## src/rtl/ber_pkg.sv

```systemverilog
package ber_pkg;

    typedef enum logic {
        SLICE_SIGNED   = 1'b0,
        SLICE_UNSIGNED = 1'b1
    } slice_mode_e;

    // Saturating add clamped at lim.
    function automatic logic [31:0] sat_add(logic [31:0] a, logic [31:0] b, logic [31:0] lim);
        logic [32:0] s;
        s = {1'b0, a} + {1'b0, b};
        if (s > {1'b0, lim}) return lim;
        return s[31:0];
    endfunction

endpackage

```

## src/rtl/ber_slicer.sv

```systemverilog
module ber_slicer #(
    parameter int                  N_RAIL = 2,
    parameter int                  SOFT_W = 3,
    parameter ber_pkg::slice_mode_e MODE  = ber_pkg::SLICE_SIGNED
) (
    input  logic [N_RAIL*SOFT_W-1:0] soft_i,
    output logic [N_RAIL-1:0]        hard_o
);
    for (genvar r = 0; r < N_RAIL; r++) begin : g_rail
        if (MODE == ber_pkg::SLICE_SIGNED) begin : g_sgn
            // non-negative -> 1
            assign hard_o[r] = ~soft_i[r*SOFT_W + SOFT_W - 1];
        end else begin : g_uns
            assign hard_o[r] = soft_i[r*SOFT_W + SOFT_W - 1];
        end
    end
endmodule

```

## src/rtl/ber_delay_line.sv

```systemverilog
module ber_delay_line #(
    parameter int N_RAIL = 2,
    parameter int DEPTH  = 4
) (
    input  logic              clk,
    input  logic              rst_n,
    input  logic [N_RAIL-1:0] bits_i,
    output logic [N_RAIL-1:0] bits_o
);
    typedef struct packed {
        logic [DEPTH-1:0][N_RAIL-1:0] taps;
    } dl_s;

    dl_s st_d, st_q;

    always_comb begin
        st_d         = st_q;
        st_d.taps[0] = bits_i;
        for (int i = 1; i < DEPTH; i++) begin
            st_d.taps[i] = st_q.taps[i-1];
        end
    end

    always_ff @(posedge clk or negedge rst_n) begin
        if (!rst_n) st_q <= '0;
        else        st_q <= st_d;
    end

    assign bits_o = st_q.taps[DEPTH-1];
endmodule

```

## src/rtl/ber_reencoder.sv

```systemverilog
module ber_reencoder #(
    parameter int                  K       = 3,
    parameter int                  N_RAIL  = 2,
    parameter logic [N_RAIL*K-1:0] GENPOLY = 6'b101_111
) (
    input  logic              clk,
    input  logic              rst_n,
    input  logic              dec_bit_i,
    input  logic              dec_valid_i,
    output logic [N_RAIL-1:0] code_o,
    output logic              code_vld_o
);
    localparam int ST_W = K - 1;

    typedef struct packed {
        logic [ST_W-1:0]   hist;
        logic [N_RAIL-1:0] code;
        logic              vld;
    } enc_s;

    enc_s       st_d, st_q;
    logic [K-1:0] span;

    always_comb begin
        st_d = st_q;
        span = {dec_bit_i, st_q.hist};
        for (int r = 0; r < N_RAIL; r++) begin
            st_d.code[r] = ^(GENPOLY[r*K +: K] & span);
        end
        st_d.vld = dec_valid_i;
        if (dec_valid_i) begin
            st_d.hist = span[K-1:1];
        end
    end

    always_ff @(posedge clk or negedge rst_n) begin
        if (!rst_n) st_q <= '0;
        else        st_q <= st_d;
    end

    assign code_o     = st_q.code;
    assign code_vld_o = st_q.vld;

    // history moves only with a qualified bit
    assert_hist_hold_R2: assert property (@(posedge clk) disable iff (!rst_n)
        !dec_valid_i |=> $stable(st_q.hist));
endmodule

```

## src/rtl/ber_window_counter.sv

```systemverilog
module ber_window_counter #(
    parameter int WIN_LOG2 = 5,
    parameter int CNT_W    = 16,
    parameter int MW       = 2
) (
    input  logic             clk,
    input  logic             rst_n,
    input  logic [MW-1:0]    mism_i,
    output logic [CNT_W-1:0] ber_o,
    output logic             ber_valid_o
);
    localparam logic [31:0] CNT_MAX = 32'((64'd1 << CNT_W) - 64'd1);

    typedef struct packed {
        logic [WIN_LOG2-1:0] win;
        logic [CNT_W-1:0]    acc;
        logic [CNT_W-1:0]    ber;
        logic                pulse;
    } win_s;

    win_s        st_d, st_q;
    logic [31:0] sum;
    logic        last;

    always_comb begin
        st_d  = st_q;
        sum   = ber_pkg::sat_add(32'(st_q.acc), 32'(mism_i), CNT_MAX);
        last  = &st_q.win;
        st_d.win   = st_q.win + 1'b1;
        st_d.pulse = last;
        if (last) begin
            st_d.ber = sum[CNT_W-1:0];
            st_d.acc = '0;
        end else begin
            st_d.acc = sum[CNT_W-1:0];
        end
    end

    always_ff @(posedge clk or negedge rst_n) begin
        if (!rst_n) st_q <= '0;
        else        st_q <= st_d;
    end

    assign ber_o       = st_q.ber;
    assign ber_valid_o = st_q.pulse;

    assert_single_pulse_R5: assert property (@(posedge clk) disable iff (!rst_n)
        st_q.pulse |=> !st_q.pulse);

    assert_hold_between_R7: assert property (@(posedge clk) disable iff (!rst_n)
        !st_q.pulse |-> $stable(st_q.ber));

    assert_no_wrap_R6: assert property (@(posedge clk) disable iff (!rst_n)
        !(&st_q.win) |=> st_q.acc >= $past(st_q.acc));
endmodule

```

## src/rtl/ber_monitor.sv

```systemverilog
module ber_monitor #(
    parameter int                   K           = 3,
    parameter int                   N_RAIL      = 2,
    parameter logic [N_RAIL*K-1:0]  GENPOLY     = 6'b101_111,
    parameter int                   SOFT_W      = 3,
    parameter ber_pkg::slice_mode_e SLICE_MODE  = ber_pkg::SLICE_SIGNED,
    parameter int                   DEC_LATENCY = 3,
    parameter int                   WIN_LOG2    = 5,
    parameter int                   CNT_W       = 16
) (
    input  logic                     clk,
    input  logic                     rst_n,
    input  logic [N_RAIL*SOFT_W-1:0] rx_sym,
    input  logic                     dec_bit,
    input  logic                     dec_valid,
    output logic [CNT_W-1:0]         ber,
    output logic                     ber_valid
);
    localparam int ENC_DEPTH = 1;
    localparam int DELAY     = DEC_LATENCY + ENC_DEPTH;
    localparam int MW        = $clog2(N_RAIL + 1);

    logic [N_RAIL-1:0] hard, aligned, code;
    logic              code_vld;
    logic [MW-1:0]     mism;

    ber_slicer #(.N_RAIL(N_RAIL), .SOFT_W(SOFT_W), .MODE(SLICE_MODE)) slicer_i (
        .soft_i (rx_sym),
        .hard_o (hard)
    );

    ber_delay_line #(.N_RAIL(N_RAIL), .DEPTH(DELAY)) delay_i (
        .clk    (clk),
        .rst_n  (rst_n),
        .bits_i (hard),
        .bits_o (aligned)
    );

    ber_reencoder #(.K(K), .N_RAIL(N_RAIL), .GENPOLY(GENPOLY)) enc_i (
        .clk         (clk),
        .rst_n       (rst_n),
        .dec_bit_i   (dec_bit),
        .dec_valid_i (dec_valid),
        .code_o      (code),
        .code_vld_o  (code_vld)
    );

    // rails that disagree, only for qualified slots
    assign mism = code_vld ? MW'($countones(code ^ aligned)) : '0;

    ber_window_counter #(.WIN_LOG2(WIN_LOG2), .CNT_W(CNT_W), .MW(MW)) win_i (
        .clk         (clk),
        .rst_n       (rst_n),
        .mism_i      (mism),
        .ber_o       (ber),
        .ber_valid_o (ber_valid)
    );
endmodule

```

## config.mk

```make
export PLATFORM = sky130hd
export DESIGN_NAME = ber_monitor
export DESIGN_NICKNAME = d
export VERILOG_FILES = /design/src/rtl/ber_pkg.sv /design/src/rtl/ber_slicer.sv /design/src/rtl/ber_delay_line.sv /design/src/rtl/ber_reencoder.sv /design/src/rtl/ber_window_counter.sv /design/src/rtl/ber_monitor.sv
export SDC_FILE = /design/constraint.sdc
export NUM_CORES = 1
export LEC_CHECK = 0
export ABC_AREA = 1
export BUFFER_PORTS_ARGS = -buffer_cell sky130_fd_sc_hd__buf_2
export CAP_MARGIN = 15
export CORE_UTILIZATION = 62
export CTS_CLUSTER_DIAMETER = 200
export CTS_CLUSTER_SIZE = 10
export DETAILED_ROUTE_END_ITERATION = 8
export GPL_ROUTABILITY_DRIVEN = 0
export PLACE_DENSITY = 0.85
export SYNTH_ARGS = -nofsm -noshare
export SYNTH_HDL_FRONTEND = slang
export SYNTH_HIERARCHICAL = 1
export SYNTH_SLANG_ARGS = --single-unit
export TNS_END_PERCENT = 5
```

## constraint.sdc

```tcl
create_clock -name clk -period 4.3 [get_ports clk]
set_input_delay 0.645 -clock clk [delete_from_list [all_inputs] [get_ports clk]]
set_output_delay 0.645 -clock clk [all_outputs]
set_load 0.01 [all_outputs]
```

==> results.py <==
metrics = {
    "status": {
        "status": "complete, no violations",
    },
    "yosys": {
        "synthFlopType": "dfrtp_1",
        "synth_common_cells": "nand2_1 (81), dfrtp_1 (51), nor2_1 (27)",
        "synthTopCellsByArea": "dfrtp_1 (54%), nand2_1 (13%), buf_4 (5.0%)",
        "synthesis.nets": 285,
        "async_flop_share_pct": 100,
        "syn_area_per_cell_um2": 8.84,
        "ys_seq_area_share_pct": 53.7,
        "yosysMostFrequentCell": "nand2_1",
        "ys_seq_elements": 51,
        "yosysWarningCount": 6,
        "synth_top_area_share_pct": 53.7,
        "synth_edf_count": 0,
        "synth.distinct_cells": 27,
        "yosysTopAreaCell": "dfrtp_1",
        "syn_inst": 269,
        "netlist_area_um2": 2380,
    },
    "floorplan": {
        "initial_utilization_pct": 65.0,
        "rows": 22,
        "num_io_pins": 27,
        "die_area_um2": 4090,
        "die_x_um": 63.9,
        "core_area_um2": 3660,
        "fp.dieH_um": 63.9,
    },
    "final_layout": {
        "syn2layout_area_growth_pct": 5.42,
        "drive_gt1_share_pct": 14.7,
        "fin_util_pct": 68.5,
        "diodes": 0,
        "finalNetCount": 294,
        "finalInstanceArea_um2": 2510,
    },
    "detailed_routing": {
        "firstDrtPassIters": 4,
        "ant_nets": 0,
        "drt-initial-drc-count": 99,
        "routed_wl_mm": 3.74,
        "routedWlPerCell_um": 11.5,
        "via_per_inst": 5.03,
        "vias": 1640,
        "remaining_drc_errors": 0,
    },
    "global_route": {
        "grt_overflow": 0,
        "grt_pass1_wl_mm": 6.58,
        "grt_pass1_vias": 1576,
        "antenna_found_initial": 0,
        "grtUsageTotal_pct": 21.3,
        "grt_max_degree": 52,
    },
    "sta": {
        "finClkSkew_ns": 0.00303,
        "period_minus_slack_ns": 2.54,
        "whs_ns": 0.349,
        "finalSetupTns_ns": 0,
        "fmax_mhz": 393,
        "relSlewSlack_pct": 59.9,
        "fin_crit_sh_pct": 59.1,
        "final_hold_viol_count": 0,
        "tightest_slew_ns": 0.602,
        "setup_violations": 0,
        "rsz0062_at_grt": "no",
        "slew_violations": 0,
    },
    "power_and_ir_drop": {
        "p_leak_nw": 1.35,
        "peakVddDrop_mv": 0.294,
        "p_total_mw": 1.05,
        "powerDensity_nw_per_um2": 421,
    },
    "critical_path": {
        "required_ns": 4.49,
        "critPathCaptureType": "flip-flop",
        "startpoint_type": "flip-flop",
        "r2r-start": "enc_i/code_o[0]$_DFF_PN0_",
        "r2r_end": "win_i/st_q[19]$_DFF_PN0_",
        "worstPathMaxFanout": 23,
        "cp.arrival_ns": 2.73,
        "cpMostUsedCell": "nand2_1",
        "r2r_cells": 14,
        "cpMaxStageDelayCell": "fa_1",
        "path_cells": "nand2_1, nand2_1, ha_1, nand2_1, inv_1, ha_1, fa_1, nand2_2, nor2_4, nand2_2, clkinv_2, nand3_4, o21ai_1, and2_1",
        "cp_slowest_stage_delay_ns": 0.43,
        "crit_type": "reg2reg",
        "reg2reg_setup_slack_ns": 1.76,
    },
    "placed_design": {
        "detailed_place_hpwl_mm": 2.59,
        "placed_area_um2": 2400,
        "portBuffers": 22,
    },
    "clocking": {
        "cts_buffers": 5,
        "cts_sinks": 51,
        "clkSlewWorstSetupHoldPaths_ns": 0.08,
        "clock_latency_ns": 0.30,
        "htree_levels": 2,
        "clock_path_buffers": 2,
        "post_cts_buffers": 0,
        "ctsResizeCount": 0,
        "cts-hold-fix-buffers": 0,
        "cts_tree": "done",
        "clock-root-buffer": "clkbuf_8",
    },
    "hold_path": {
        "hold_depth": 0,
        "hp-start": "delay_i/st_d[3]$_DFF_PN0_",
        "min_to": "delay_i/st_d[5]$_DFF_PN0_",
        "hold_class": "reg2reg",
    },
    "flow_run": {
        "cap_viol_max_count": 0,
    },
}
layout by cell type, fill, tap and decap left out:
cell       netlist  layout
nand3_2          2       2
clkbuf_1         3       1
nand3_4          1       1
inv_2            3       3
o21bai_1         1       1
nand2_2          3       3
o21ai_0          2       2
clkbuf_8         0       5
xor2_1           7       7
or2_1            1       1
ha_1             5       5
o21ai_1          6       6
buf_2            1      22
fa_1             1       1
a21o_1           1       1
nor2_4           1       1
a21oi_1          8       8
nand4_1          4       4
bufinv_16        0       1
nand2_1         81      81
nand3_1         10      10
clkinv_2         1       1
and2_1           1       1
nor2_1          27      27
a31oi_1          6       6
dfrtp_1         51      51
inv_1           24      24
buf_4           16       2
flip-flops by register name (all words and copies together), names as in the netlist:
register,count
win_i/st_q,21
win_i/ber_o,16
delay_i/st_d,6
delay_i/bits_o,2
enc_i/code_o,2
enc_i/span,2
enc_i/code_vld_o,1
win_i/ber_valid_o,1
cell type report:
class	count	area [um2]
well taps	48	60.1
flip-flops and latches	51	1280
repair buffers	24	125
fillers	284	1150
multi-input cells	168	837
inverters	28	106
clock buffers	6	72.6
clock inverters	1	30.0
worst max-delay path: cells and delay by family (launching register included):
family | cells | cell delay, ns
AOI/OAI and AO/OA | 1 | 0.17
adders and majority gates | 3 | 0.92
buffers and inverters | 2 | 0.13
DFF | 1 | 0.38
and+or+nand+nor | 8 | 0.83
worst max path at each step:
stage | startpoint | endpoint | slack, ns | cells after the start
5_1_grt | delay_i/bits_o[0]$_DFF_PN0_ | win_i/ber_o[2]$_DFFE_PN0P_ | 1.57 | 16
4_1_cts | enc_i/code_o[0]$_DFF_PN0_ | win_i/st_q[19]$_DFF_PN0_ | 1.76 | 14
3_3_place_gp | enc_i/code_o[0]$_DFF_PN0_ | win_i/st_q[19]$_DFF_PN0_ | 1.81 | 14
2_1_floorplan | enc_i/code_o[0]$_DFF_PN0_ | win_i/ber_o[9]$_DFFE_PN0P_ | 2.03 | 16
3_5_place_dp | enc_i/code_o[0]$_DFF_PN0_ | win_i/st_q[19]$_DFF_PN0_ | 1.77 | 14
6_report | enc_i/code_o[0]$_DFF_PN0_ | win_i/st_q[19]$_DFF_PN0_ | 1.76 | 14
logic make-up after synthesis:
kind of cell,share of synthesized area [%]
flip-flops,53.7
AO/OA/AOI/OAI,5.58
AND/OR/NAND/NOR,23.6
adder cells (fa/ha/maj),3.47
XOR/XNOR,2.58
buffers and inverters,11.2
power breakdown:
group | leakage (nW) | total [mW] | internal [mW] | switching [mW]
Sequential | 0.655 | 0.570 | 0.535 | 0.0351
Clock | 0.0513 | 0.312 | 0.170 | 0.141
Combinational | 0.643 | 0.173 | 0.0699 | 0.104
metal layers:
| metal | up-vias | GRT usage, % | share of wire [%] | routed length [um] |
|---|---|---|---|---|
| met5 | - | 0 | 0 | 0 |
| met4 | 0 | 11.6 | 1.8 | 68 |
| met3 | 8 | 3.21 | 3.6 | 134 |
| met2 | 34 | 35.9 | 49 | 1830 |
| met1 | 760 | 26.2 | 46 | 1700 |
| li1 | 838 | - | - | - |
through the flow:
step | instances | worst slack, ns
after floorplan | 269 | 2.03
after global placement | 319 | 1.81
after detailed placement | 319 | 1.77
final | 326 | 1.76
after global routing | 326 | 1.57
after CTS | 326 | 1.76
No activity file was read; power rests on OpenSTA's default activity.
